## config.mk

```make
export PLATFORM = sky130hd
export DESIGN_NAME = sdram_init_seq
export DESIGN_NICKNAME = d
export VERILOG_FILES = /design/src/rtl/sdram_init_pkg.sv /design/src/rtl/init_cycle_timer.sv /design/src/rtl/init_dll_poller.sv /design/src/rtl/init_cmd_table.sv /design/src/rtl/sdram_init_seq.sv
export SDC_FILE = /design/constraint.sdc
export NUM_CORES = 1
export LEC_CHECK = 0
export BUFFER_PORTS_ARGS = -buffer_cell sky130_fd_sc_hd__buf_2
export CAP_MARGIN = 5
export CORE_UTILIZATION = 55
export CTS_CLUSTER_DIAMETER = 100
export CTS_CLUSTER_SIZE = 8
export DETAILED_ROUTE_END_ITERATION = 6
export GPL_TIMING_DRIVEN = 1
export PLACE_DENSITY = 0.86
export SLEW_MARGIN = 20
export SYNTH_ARGS = -nofsm -noshare
export SYNTH_HDL_FRONTEND = slang
export SYNTH_SLANG_ARGS = --single-unit
```

## constraint.sdc

```tcl
create_clock -name clk -period 2.7 [get_ports clk]
set_clock_uncertainty 0.1 [all_clocks]
set_input_delay 0.405 -clock clk [delete_from_list [all_inputs] [get_ports clk]]
set_output_delay 0.405 -clock clk [all_outputs]
set_load 0.005 [all_outputs]
```

## src/rtl/sdram_init_pkg.sv

```systemverilog
package sdram_init_pkg;

    localparam int unsigned ARG_W   = 13;
    localparam int unsigned STEP_W  = 4;
    localparam int unsigned N_CMDS  = 7;
    localparam int unsigned IDX_W   = $clog2(N_CMDS);

    localparam logic [STEP_W-1:0] STEP_IDLE  = 4'd0;
    localparam logic [STEP_W-1:0] STEP_LOCK  = 4'd1;
    localparam logic [STEP_W-1:0] STEP_CMD0  = 4'd2;
    localparam logic [STEP_W-1:0] STEP_CLEAR = 4'd9;
    localparam logic [STEP_W-1:0] STEP_READY = 4'd10;
    localparam logic [STEP_W-1:0] STEP_FAIL  = 4'd11;

    typedef enum logic [1:0] {
        OP_PRECHARGE = 2'd0,
        OP_REFRESH   = 2'd1,
        OP_LOAD_MODE = 2'd2,
        OP_LOAD_EXT  = 2'd3
    } sdram_op_e;

    typedef enum logic [2:0] {
        PH_IDLE,
        PH_LOCK,
        PH_CMD,
        PH_CLEAR,
        PH_READY,
        PH_FAIL
    } phase_e;

    typedef struct packed {
        sdram_op_e        op;
        logic [ARG_W-1:0] arg;
    } sdram_cmd_t;

    // Command table: position in the sequence and strap select opcode and value.
    function automatic sdram_cmd_t step_cmd(input logic [IDX_W-1:0] idx, input logic fast);
        sdram_cmd_t c;
        c.op  = OP_PRECHARGE;
        c.arg = '0;
        case (idx)
            3'd1: begin
                c.op  = OP_LOAD_EXT;
                c.arg = fast ? 13'h000 : 13'h001;
            end
            3'd2: begin
                c.op  = OP_LOAD_MODE;
                c.arg = fast ? 13'h161 : 13'h021;
            end
            3'd4, 3'd5: c.op = OP_REFRESH;
            3'd6: begin
                c.op  = OP_LOAD_MODE;
                c.arg = fast ? 13'h061 : 13'h021;
            end
            default: c.op = OP_PRECHARGE;
        endcase
        return c;
    endfunction

endpackage

```

## src/rtl/init_cycle_timer.sv

```systemverilog
module init_cycle_timer #(
    parameter int unsigned LIMIT = 16
) (
    input  logic clk,
    input  logic rst,
    input  logic restart,
    input  logic run,
    output logic expired
);
    localparam int unsigned CW = (LIMIT > 2) ? $clog2(LIMIT) : 1;
    localparam logic [CW-1:0] LAST = CW'(LIMIT - 1);

    logic [CW-1:0] cnt_q;

    assign expired = run && (cnt_q == LAST);

    always_ff @(posedge clk) begin
        if (rst || restart) begin
            cnt_q <= '0;
        end else if (run && !expired) begin
            cnt_q <= cnt_q + 1'b1;
        end
    end

endmodule

```

## src/rtl/init_dll_poller.sv

```systemverilog
module init_dll_poller #(
    parameter int unsigned POLL_CYCLES = 4,
    parameter int unsigned DLL_POLLS   = 100
) (
    input  logic clk,
    input  logic rst,
    input  logic enable,
    input  logic dll_locked,
    output logic lock_seen,
    output logic give_up
);
    localparam int unsigned TW = (POLL_CYCLES > 2) ? $clog2(POLL_CYCLES) : 1;
    localparam int unsigned PW = (DLL_POLLS > 2) ? $clog2(DLL_POLLS) : 1;
    localparam logic [TW-1:0] TICK_LAST = TW'(POLL_CYCLES - 1);
    localparam logic [PW-1:0] POLL_LAST = PW'(DLL_POLLS - 1);

    logic [TW-1:0] tick_q;
    logic [PW-1:0] polls_q;
    logic          poll_now;

    assign poll_now  = enable && (tick_q == TICK_LAST);
    assign lock_seen = poll_now && dll_locked;
    assign give_up   = poll_now && !dll_locked && (polls_q == POLL_LAST);

    always_ff @(posedge clk) begin
        if (rst || !enable) begin
            tick_q  <= '0;
            polls_q <= '0;
        end else begin
            tick_q <= poll_now ? '0 : tick_q + 1'b1;
            if (poll_now && !dll_locked && !give_up) begin
                polls_q <= polls_q + 1'b1;
            end
        end
    end

    AST_POLL_LIMIT: assert property (@(posedge clk) disable iff (rst)
        enable |-> (int'(polls_q) < DLL_POLLS));

endmodule

```

## src/rtl/init_cmd_table.sv

```systemverilog
module init_cmd_table
    import sdram_init_pkg::*;
(
    input  logic             active,
    input  logic [IDX_W-1:0] idx,
    input  logic             fast,
    output logic [1:0]       op,
    output logic [ARG_W-1:0] arg
);
    sdram_cmd_t entry;

    always_comb begin
        entry = step_cmd(idx, fast);
        if (active) begin
            op  = entry.op;
            arg = entry.arg;
        end else begin
            op  = '0;
            arg = '0;
        end
    end

endmodule

```

## src/rtl/sdram_init_seq.sv

```systemverilog
module sdram_init_seq
    import sdram_init_pkg::*;
#(
    parameter int unsigned CMD_TIMEOUT   = 16,
    parameter int unsigned CLEAR_TIMEOUT = 64,
    parameter int unsigned POLL_CYCLES   = 4,
    parameter int unsigned DLL_POLLS     = 100
) (
    input  logic             clk,
    input  logic             rst,
    input  logic             start,
    input  logic             fast_mode,
    input  logic             dll_locked,
    output logic             cmd_valid,
    output logic [1:0]       cmd_op,
    output logic [ARG_W-1:0] cmd_arg,
    input  logic             cmd_done,
    output logic             refresh_en,
    output logic             clear_req,
    input  logic             clear_done,
    output logic             ready,
    output logic             error,
    output logic [STEP_W-1:0] step
);
    localparam logic [IDX_W-1:0] LAST_IDX = IDX_W'(N_CMDS - 1);

    phase_e           phase_q, phase_d;
    logic [IDX_W-1:0] idx_q, idx_d;
    logic             fast_q, fast_d;
    logic             restart;
    logic             lock_seen, lock_give_up;
    logic             cmd_expired, clear_expired;

    init_dll_poller #(
        .POLL_CYCLES(POLL_CYCLES),
        .DLL_POLLS  (DLL_POLLS)
    ) u_poller (
        .clk       (clk),
        .rst       (rst),
        .enable    (phase_q == PH_LOCK),
        .dll_locked(dll_locked),
        .lock_seen (lock_seen),
        .give_up   (lock_give_up)
    );

    init_cycle_timer #(.LIMIT(CMD_TIMEOUT)) u_cmd_timer (
        .clk    (clk),
        .rst    (rst),
        .restart(restart),
        .run    (phase_q == PH_CMD),
        .expired(cmd_expired)
    );

    init_cycle_timer #(.LIMIT(CLEAR_TIMEOUT)) u_clear_timer (
        .clk    (clk),
        .rst    (rst),
        .restart(restart),
        .run    (phase_q == PH_CLEAR),
        .expired(clear_expired)
    );

    init_cmd_table u_table (
        .active(phase_q == PH_CMD),
        .idx   (idx_q),
        .fast  (fast_q),
        .op    (cmd_op),
        .arg   (cmd_arg)
    );

    always_comb begin
        phase_d = phase_q;
        idx_d   = idx_q;
        fast_d  = fast_q;
        unique case (phase_q)
            PH_IDLE: begin
                if (start) begin
                    fast_d  = fast_mode;
                    idx_d   = '0;
                    phase_d = fast_mode ? PH_LOCK : PH_CMD;
                end
            end
            PH_LOCK: begin
                if (lock_seen) begin
                    phase_d = PH_CMD;
                end else if (lock_give_up) begin
                    phase_d = PH_FAIL;
                end
            end
            PH_CMD: begin
                if (cmd_done) begin
                    if (idx_q == LAST_IDX) begin
                        phase_d = PH_CLEAR;
                    end else begin
                        idx_d = idx_q + 1'b1;
                    end
                end else if (cmd_expired) begin
                    phase_d = PH_FAIL;
                end
            end
            PH_CLEAR: begin
                if (clear_done) begin
                    phase_d = PH_READY;
                end else if (clear_expired) begin
                    phase_d = PH_FAIL;
                end
            end
            PH_READY: phase_d = PH_READY;
            PH_FAIL:  phase_d = PH_FAIL;
            default:  phase_d = PH_FAIL;
        endcase
    end

    assign restart = (phase_d != phase_q) || (idx_d != idx_q);

    always_ff @(posedge clk) begin
        if (rst) begin
            phase_q <= PH_IDLE;
            idx_q   <= '0;
            fast_q  <= 1'b0;
        end else begin
            phase_q <= phase_d;
            idx_q   <= idx_d;
            fast_q  <= fast_d;
        end
    end

    always_comb begin
        unique case (phase_q)
            PH_IDLE:  step = STEP_IDLE;
            PH_LOCK:  step = STEP_LOCK;
            PH_CMD:   step = STEP_CMD0 + STEP_W'(idx_q);
            PH_CLEAR: step = STEP_CLEAR;
            PH_READY: step = STEP_READY;
            default:  step = STEP_FAIL;
        endcase
    end

    assign cmd_valid  = (phase_q == PH_CMD);
    assign clear_req  = (phase_q == PH_CLEAR);
    assign refresh_en = (phase_q == PH_CLEAR) || (phase_q == PH_READY);
    assign ready      = (phase_q == PH_READY);
    assign error      = (phase_q == PH_FAIL);

    AST_IDLE_QUIET: assert property (@(posedge clk) disable iff (rst)
        (step == STEP_IDLE) |-> (!cmd_valid && !refresh_en && !ready));

    AST_CMD_HOLD: assert property (@(posedge clk) disable iff (rst)
        (cmd_valid && !cmd_done) |=> ((cmd_valid && $stable(cmd_op) && $stable(cmd_arg)) || error));

    AST_ERR_STICKY: assert property (@(posedge clk) disable iff (rst)
        error |=> (error && !cmd_valid));

    AST_OUT_EXCL: assert property (@(posedge clk) disable iff (rst)
        $onehot0({cmd_valid, clear_req, ready, error}));

    AST_READY_AFTER_CLEAR: assert property (@(posedge clk) disable iff (rst)
        $rose(ready) |-> ($past(clear_req) && $past(clear_done)));

    AST_READY_STICKY: assert property (@(posedge clk) disable iff (rst)
        ready |=> (ready && refresh_en));

endmodule

```

==> results of run 1 <==
[layout make-up]
cell class / instances / area (µm²)
multi-input combinational: 157 / 1026
sequential: 26 / 520.5
fill: 244 / 1051
inverter: 9 / 33.78
timing repair buffer: 22 / 112.6
clock buffer: 3 / 22.52
tap: 31 / 38.79
[metal layers]
metal | part of all wire [%] | up-vias | GRT usage (%)
li1 | - | 729 | -
met1 | 49 | 652 | 32.01
met2 | 44 | 47 | 32.27
met3 | 5.6 | 6 | 2.268
met4 | 1.4 | 0 | 6.969
met5 | 0 | - | 0
[state kept, by name (all words and copies together), names as in the netlist]
signal / count
u_poller.polls_q: 7
u_clear_timer.cnt_q: 6
u_cmd_timer.cnt_q: 4
idx_q: 3
phase_q: 3
u_poller.tick_q: 2
fast_q: 1
[logic make-up (layout without fill, tap and decap cells)]
family	after synthesis	count (layout)
xor gates and xnor gates	10	10
muxes	8	8
and+or+nand+nor	86	86
buffers and inverters	27	34
DFF	26	26
adders and majority gates	9	9
AOI/OAI and AO/OA	35	35
other	1	9
[power by group through the flow]
stage               clock (mW)  sequential (mW)  combinational (mW)
finish                   0.158            0.406               0.109
global route             0.180            0.409               0.122
CTS                      0.165            0.406               0.109
detailed placement           0            0.415               0.108
global placement             0            0.414               0.107
floorplan                    0            0.404              0.0994
[stage by stage]
stage               cells  hold WS, ns  setup slack (ns)
global placement      245       0.3229            0.3931
detailed placement    245       0.3408            0.3642
CTS                   248       0.2533            0.2179
finish                248       0.2667            0.1887
global route          248       0.2613           0.01781
floorplan             210       0.3084            0.7134
[cell usage after synthesis, types with 2 or more instances]
library cell  instances  area (µm²)
clkbuf_1              4       15.01
buf_2                 3       15.01
buf_4                 9       67.56
dfxtp_1              26       520.5
o21ai_0               3       15.01
o22ai_1               4       25.02
mux2_2                2       22.52
mux2i_1               6       60.06
a31oi_1               2       12.51
o211ai_2              2       25.02
a211oi_1              4       30.03
nand3_1               5       25.02
nand2_1              14       52.55
ha_1                  9       112.6
a21o_1                2       15.01
inv_1                 8       30.03
nand2b_1              3       18.77
xnor2_1               3       26.28
or2_2                 3       18.77
a21oi_1               6       30.03
nor2_1               22       82.58
a22oi_1               2       15.01
and3_1                2       12.51
nand3b_1              2       15.01
and2_1                6       37.54
nor3_1               16       80.08
xor2_1                7       61.31
nand4_1               3       18.77
nor3b_1               2       15.01
[worst max-delay path, cell delays in order, from the launching register on]
cell and delay, ns:
dfxtp_1 0.60, or3b_1 0.54, inv_2 0.17, and3_1 0.18
and2_1 0.11, buf_2 0.10
[worst max path at each step]
stage | startpoint | endpoint | slack (ns) | depth (start not counted)
2_1_floorplan | idx_q[1] | u_clear_timer.cnt_q[1] | 0.71 | 7
3_3_place_gp | idx_q[1] | u_cmd_timer.cnt_q[0] | 0.39 | 7
3_5_place_dp | idx_q[1] | u_cmd_timer.cnt_q[1] | 0.36 | 7
4_1_cts | phase_q[1] | cmd_arg[8] | 0.22 | 5
5_1_grt | idx_q[1] | u_clear_timer.cnt_q[1] | 0.02 | 7
6_report | phase_q[1] | cmd_arg[8] | 0.19 | 5
==> results.cfg, run 1 <==
[yosys]
syn-cell-area_um2 = 1663
synth_cells = 202
synth.distinct_cells = 51
yosysSeqAreaShare_pct = 31.30
avgSynthCellArea_um2 = 8.232
synthAdderAreaFrac_pct = 6.772
synth_top_family_by_area = simple AND/OR/NAND/NOR gates
synth_compound_area_share_pct = 15.05
ys_ff_latch = 26
synth-xor-area-share_pct = 5.267
synthArstFlopShare_pct = 0
yosys_warnings = 0
synthMuxAreaShare_pct = 4.966
synth_enable_flop_cells = 0
yosys.area_share.simple_pct = 27.61
ys.flop_type = dfxtp_1

[route]
drtIter0Drc = 136
ant_nets = 0
remaining_drc_errors = 7
vias = 1434
dr.pass1.iters = 6
routedWlPerCell_um = 13.34
vias_per_cell = 5.782
drt_wl_total_mm = 3.308

[clocking]
cts_tree = done
cts_buffers = 3
clk_path_buf_depth = 2
cts.sinks = 26
htree_levels = 1
clk_latency_ns = 0.31
cts_root_buf = clkbuf_4
clk_pin_slew_ns = 0.13
cts_setup_buffers = 0
ctsResizeCount = 0
cts_hold_buf = 0

[placed_design]
port_buffers = 21
gp_congestion = 0.8183
dp_hpwl_mm = 2.472
placed_area_um2 = 1732

[grt]
antenna_found_initial = 0
grt_pass1_wl_mm = 5.623
grt_max_degree = 15
grt_pass1_vias = 1252
grt_util_all_layers_pct = 21.41
overflow = 0

[power_and_ir_drop]
p_int_uw = 488.1
swShare_pct = 27.55
clockPowerShare_pct = 23.5
p_total_uw = 673.7
power_leakage_nw = 0.7487
p_switching_uw = 185.6
p_seq_share_pct = 60.3
peakVddDrop_mv = 0.2102
comb_power_share_pct = 16.2
power_density_nw_per_um2 = 384.0

[cells_and_area]
fin_area_um2 = 1754
layout.nets = 235
final_cell_mix = dfxtp_1 (26), nor2_1 (22), buf_2 (21), nor3_1 (16), nand2_1 (14)
layout-drive-gt1-share_pct = 16.59
finish.utilization_pct = 62.53
diodes = 0
area_growth_pct = 5.493
final_common_cell = dfxtp_1

[worst_setup_path]
ff2ff_setup_slack_ns = 0.31
r2r-end = u_cmd_timer.cnt_q[1]
arrival_ns = 2.01
cp.required_ns = 2.19
cp-start-kind = flop
crit_type = flop to output pin
r2r_start = idx_q[1]
cp_max_fo = 13
reg2regPathDepth = 7
end_kind = output pin

[sta]
final_hold_viol_count = 0
period_share_pct = 93.01
rsz0062_at_grt = no
fin_crit_ns = 2.511
tns_ns = 0
finalSetupViolations = 0
max_slew_margin_pct = 57.38
worstMarginPinSlew_ns = 0.6376
finalMaxSlewViolations = 0
max_freq_mhz = 398.2

[hold_path]
hold_depth = 2
worstHoldStart = rst
hold_path.class = input pin to flop
min_to = phase_q[0]

[run_status]
status = finished, violations left
violations = DRC

[run]
maxCapViolations = 0

[floorplanning]
die_x_um = 56.99
dieArea_um2 = 3247
rows = 19
io_pins = 31
fp.dieH_um = 56.99
start_util_pct = 59.28
coreArea_um2 = 2805
(Power assumes the default switching activity.)
==> run 2: changes to the inputs <==
--- a/config.mk
+++ b/config.mk
@@ -5,6 +5,7 @@
 export SDC_FILE = /design/constraint.sdc
 export NUM_CORES = 1
 export LEC_CHECK = 0
+export ABC_AREA = 1
 export BUFFER_PORTS_ARGS = -buffer_cell sky130_fd_sc_hd__buf_2
 export CAP_MARGIN = 5
 export CORE_UTILIZATION = 55
==> results.cfg, run 2 <==
[run_status]
status = finished, violations left
violations = DRC

[yosys]
synth_area_leaders = dfxtp_1 (30%), nor2_1 (9.2%), inv_1 (8.1%)
synth_common_cells = nor2_1 (42), inv_1 (37), nand2_1 (33)
synth_cells = 251
avgSynthCellArea_um2 = 6.839
ys.flop_type = dfxtp_1
yosysTopAreaCellShare_pct = 30.32
yosysMostFrequentCell = nor2_1
synth.distinct_cells = 34
ys_ff_latch = 26
yosysSeqAreaShare_pct = 30.32
yosysTopAreaCell = dfxtp_1
synthArstFlopShare_pct = 0
syn-cell-area_um2 = 1717
synth_enable_flop_cells = 0
yosys_warnings = 0

[sta]
fin_crit_ns = 2.165
finalSetupViolations = 0
finalMaxSlewViolations = 0
worst_hold_slack_ns = 0.2652
rsz0062_at_grt = no
tns_ns = 0
max_freq_mhz = 461.9
final_hold_viol_count = 0
period_share_pct = 80.19

[cells_and_area]
final_cell_mix = nor2_1 (42), inv_1 (37), nand2_1 (33), dfxtp_1 (26), buf_2 (21)
layout-drive-gt1-share_pct = 16.24
final_common_cell = nor2_1
top_regs = u_poller.polls_q: 7 flops, u_clear_timer.cnt_q: 6 flops, u_cmd_timer.cnt_q: 4 flops
largest_reg_flops = 7
top_register = u_poller.polls_q
layout.nets = 288
finish.utilization_pct = 64.65
fin_area_um2 = 1844
area_growth_pct = 7.434
diodes = 0

[clocking]
clk_path_buf_depth = 2
htree_levels = 1
clk_pin_slew_ns = 0.14
cts_setup_buffers = 0
cts_buffers = 3
clk_latency_ns = 0.32
cts.sinks = 26
cts_hold_buf = 0
ctsResizeCount = 0
cts_root_buf = clkbuf_4
cts_tree = done

[grt]
grt_max_degree = 16
grt_pass1_wl_mm = 5.775
grt_pass1_vias = 1415
antenna_found_initial = 0
overflow = 0
grt_util_all_layers_pct = 21.85

[worst_setup_path]
cp.required_ns = 2.19
end_kind = output pin
cp-start-kind = flop
crit_path_cell_trace = inv_1 > ha_1 > nand2_1 > o21ai_0 > a21oi_1 > nor3_1 > buf_2
arrival_ns = 1.66
cp_max_fo = 7
cp_slowest_cell = dfxtp_1
critPathMaxStageDelay_ns = 0.47
crit_type = flop to output pin

[route]
vias = 1572
drt_wl_total_mm = 3.360
drtIter0Drc = 66
remaining_drc_errors = 5
ant_nets = 0
routedWlPerCell_um = 11.13
dr.pass1.iters = 7
vias_per_cell = 5.205

[floorplanning]
coreArea_um2 = 2853
io_pins = 31
fp.dieH_um = 57.87
dieArea_um2 = 3348
die_x_um = 57.87
rows = 19
start_util_pct = 60.18

[run]
maxCapViolations = 0

[power_and_ir_drop]
peakVddDrop_mv = 0.3223
power_density_nw_per_um2 = 441.1
power_leakage_nw = 0.8346

[hold_path]
hold_path.class = input pin to flop

[placed_design]
dp_hpwl_mm = 2.575
port_buffers = 21
placed_area_um2 = 1792
gp_congestion = 0.8926
run 2: worst paths after layout:
check	startpoint	end	slack [ns]	cells after the start
worst max-delay path	idx_q[1]	cmd_op[0]	0.53	7
worst min-delay path	rst	phase_q[1]	0.27	2
worst max register to register	idx_q[0]	u_clear_timer.cnt_q[4]	0.62	11
worst min register to register	u_poller.tick_q[0]	u_poller.tick_q[0]	0.34	1
run 2: worst max-delay path: cells and delay by family, from the launching register on:
family	cells	cell delay [ns]
AND/OR/NAND/NOR	2	0.14
flip-flops	1	0.47
AO/OA/AOI/OAI	2	0.21
buffers and inverters	2	0.29
adder cells (fa/ha/maj)	1	0.23
run 2: cells by family (layout without fill, tap and decap cells):
logic type | Yosys count | after routing | synth area share [%]
adder cells (fa/ha/maj) | 9 | 9 | 6.560
flip-flops | 26 | 26 | 30.32
buffers and inverters | 52 | 64 | 14.28
other | 1 | 9 | 0.2184
multiplexers | 1 | 1 | 0.6559
XOR/XNOR | 8 | 8 | 4.519
AO/OA/AOI/OAI | 32 | 32 | 10.06
AND/OR/NAND/NOR | 122 | 122 | 33.38
run 2: stage by stage:
step | cells | power (mW) | setup slack [ns]
CTS | 302 | 0.8207 | 0.5506
floorplan | 259 | 0.5346 | 0.9692
global placement | 298 | 0.5528 | 0.7245
global route | 302 | 0.8602 | 0.3803
detailed placement | 298 | 0.5549 | 0.6610
finish | 302 | 0.8134 | 0.5350
run 2: metal layers:
metal | part of all wire, % | vias up | global-route usage (%)
li1 | - | 822 | -
met1 | 45 | 699 | 27.26
met2 | 49 | 44 | 37.93
met3 | 4.7 | 7 | 3.125
met4 | 1.8 | 0 | 8.503
met5 | 0 | - | 0
run 2: area by class of cell:
| type | instances | area (µm²) |
|---|---|---|
| inverters | 39 | 146.4 |
| flip-flops and latches | 26 | 520.5 |
| well taps | 31 | 38.79 |
| clock inverters | 1 | 30.03 |
| multi-input cells | 181 | 980.9 |
| fillers | 256 | 1008 |
| repair buffers | 21 | 105.1 |
| clock buffers | 3 | 22.52 |
run 2: power breakdown:
group	switching, mW	internal, mW
Sequential	0.0130	0.392
Combinational	0.0974	0.0464
Clock	0.115	0.150
==> run 3: changes to the inputs <==
==> constraint.sdc (replaced) <==
create_clock -name clk -period 2.24 [get_ports clk]
set_clock_uncertainty 0.1 [all_clocks]
set_input_delay 0.336 -clock clk [delete_from_list [all_inputs] [get_ports clk]]
set_output_delay 0.336 -clock clk [all_outputs]
set_load 0.005 [all_outputs]
==> results.cfg, run 3 (synthesis results as in run 2) <==
[sta]
finalMaxSlewViolations = 0
fin_crit_ns = 2.092
max_freq_mhz = 478.0
period_share_pct = 93.40
final_hold_viol_count = 0
rsz0062_at_grt = no
tns_ns = 0
finalSetupViolations = 0

[cells_and_area]
largest_reg_flops = 7
layout.nets = 288
top_regs = u_poller.polls_q: 7 flops, u_clear_timer.cnt_q: 6 flops, u_cmd_timer.cnt_q: 4 flops
final_cell_mix = nor2_1 (42), inv_1 (37), nand2_1 (33), dfxtp_1 (25), buf_2 (21)
area_growth_pct = 7.507
final_common_cell = nor2_1
fin_area_um2 = 1846
top_register = u_poller.polls_q
layout-drive-gt1-share_pct = 16.61
diodes = 0
n_fill_cell = 255

[route]
vias = 1572
remaining_drc_errors = 5
ant_nets = 0
dr.pass1.iters = 7
routedWlPerCell_um = 11.13
drt_wl_total_mm = 3.360
vias_per_cell = 5.205
drtIter0Drc = 66

[floorplanning]
start_util_pct = 60.18
coreArea_um2 = 2853
io_pins = 31
dieArea_um2 = 3348
rows = 19
fp.dieH_um = 57.87
die_x_um = 57.87

[worst_setup_path]
cp.required_ns = 1.80
cp-start-kind = flop
end_kind = output pin
cp_max_fo = 7
crit_type = flop to output pin
arrival_ns = 1.66

[hold_path]
hold_path.class = input pin to flop

[placed_design]
dp_hpwl_mm = 2.575
port_buffers = 21
placed_area_um2 = 1792
gp_congestion = 0.8927

[clocking]
htree_levels = 1
cts_root_buf = clkbuf_4
clk_latency_ns = 0.32
clk_path_buf_depth = 2
clk_pin_slew_ns = 0.14
cts.sinks = 26
cts_setup_buffers = 0
cts_buffers = 3
cts_hold_buf = 0
cts_tree = done

[run]
maxCapViolations = 0

[grt]
grt_pass1_wl_mm = 5.775
grt_max_degree = 16
antenna_found_initial = 0
grt_util_all_layers_pct = 21.85
overflow = 0
grt_pass1_vias = 1415

[power_and_ir_drop]
swShare_pct = 27.68
p_int_uw = 709.2
p_switching_uw = 271.5
comb_power_share_pct = 17.7
power_density_nw_per_um2 = 531.4
p_seq_share_pct = 49.7
peakVddDrop_mv = 0.3885
clockPowerShare_pct = 32.6
power_leakage_nw = 0.8351

[run_status]
violations = DRC
status = finished, violations left
[run 3: area by class of cell]
type / count / area [µm²] / share of cell area [%]
timing repair buffer: 21 / 105.1 / 5.695
clock buffer: 3 / 22.52 / 1.220
sequential: 26 / 521.8 / 28.27
tap: 31 / 38.79 / 2.102
clock inverter: 1 / 30.03 / 1.627
inverter: 39 / 146.4 / 7.932
multi-input combinational: 181 / 980.9 / 53.15
[run 3: power by group through the flow]
stage                     Combinational [mW]  Clock [mW]  Sequential [mW]
after CTS                              0.173       0.329            0.487
after global placement                 0.169           0            0.497
after detailed placement               0.171           0            0.497
after floorplan                        0.153           0            0.491
final                                  0.173       0.319            0.488
after global routing                   0.196       0.352            0.490
[run 3: final timing paths]
kind,end,slack [ns],cells past startpoint,startpoint
setup / recovery,cmd_op[0],0.15,7,idx_q[1]
hold / removal,idx_q[0],0.19,2,rst
setup reg to reg,u_clear_timer.cnt_q[4],0.17,8,phase_q[1]
hold reg to reg,u_poller.tick_q[0],0.34,1,u_poller.tick_q[0]
[run 3: critical path, cell delays in order (launching register included)]
cell and delay (ns):
dfxtp_1 0.47, inv_1 0.16, ha_1 0.23, nand2_1 0.09, o21ai_0 0.09, a21oi_1 0.12
nor3_1 0.05, buf_2 0.13
[run 3: repair_timing]
item,in CTS,in global routing
endpoints found under the hold margin,0,0
resized for setup,0,1
endpoints found under the setup margin,0,10
[run 3: metrics by stage]
| stage | util, % | power (mW) | std cells | hold slack [ns] | setup WS (ns) |
|---|---|---|---|---|---|
| floorplan | - | 0.6444 | 259 | 0.3065 | 0.5092 |
| global placement | 62.81 | 0.6663 | 298 | 0.3206 | 0.2646 |
| detailed placement | 62.81 | 0.6688 | 298 | 0.3224 | 0.2010 |
| CTS | 64.65 | 0.9892 | 302 | 0.1871 | 0.1596 |
| global route | 64.69 | 1.037 | 302 | 0.1873 | 0.01220 |
| finish | 64.69 | 0.9807 | 302 | 0.1893 | 0.1478 |
[run 3: routing by layer]
layer,wire length [µm],global-route usage [%]
met5,0,0
met4,62,8.503
met3,157,3.125
met2,1634,37.93
met1,1506,27.26
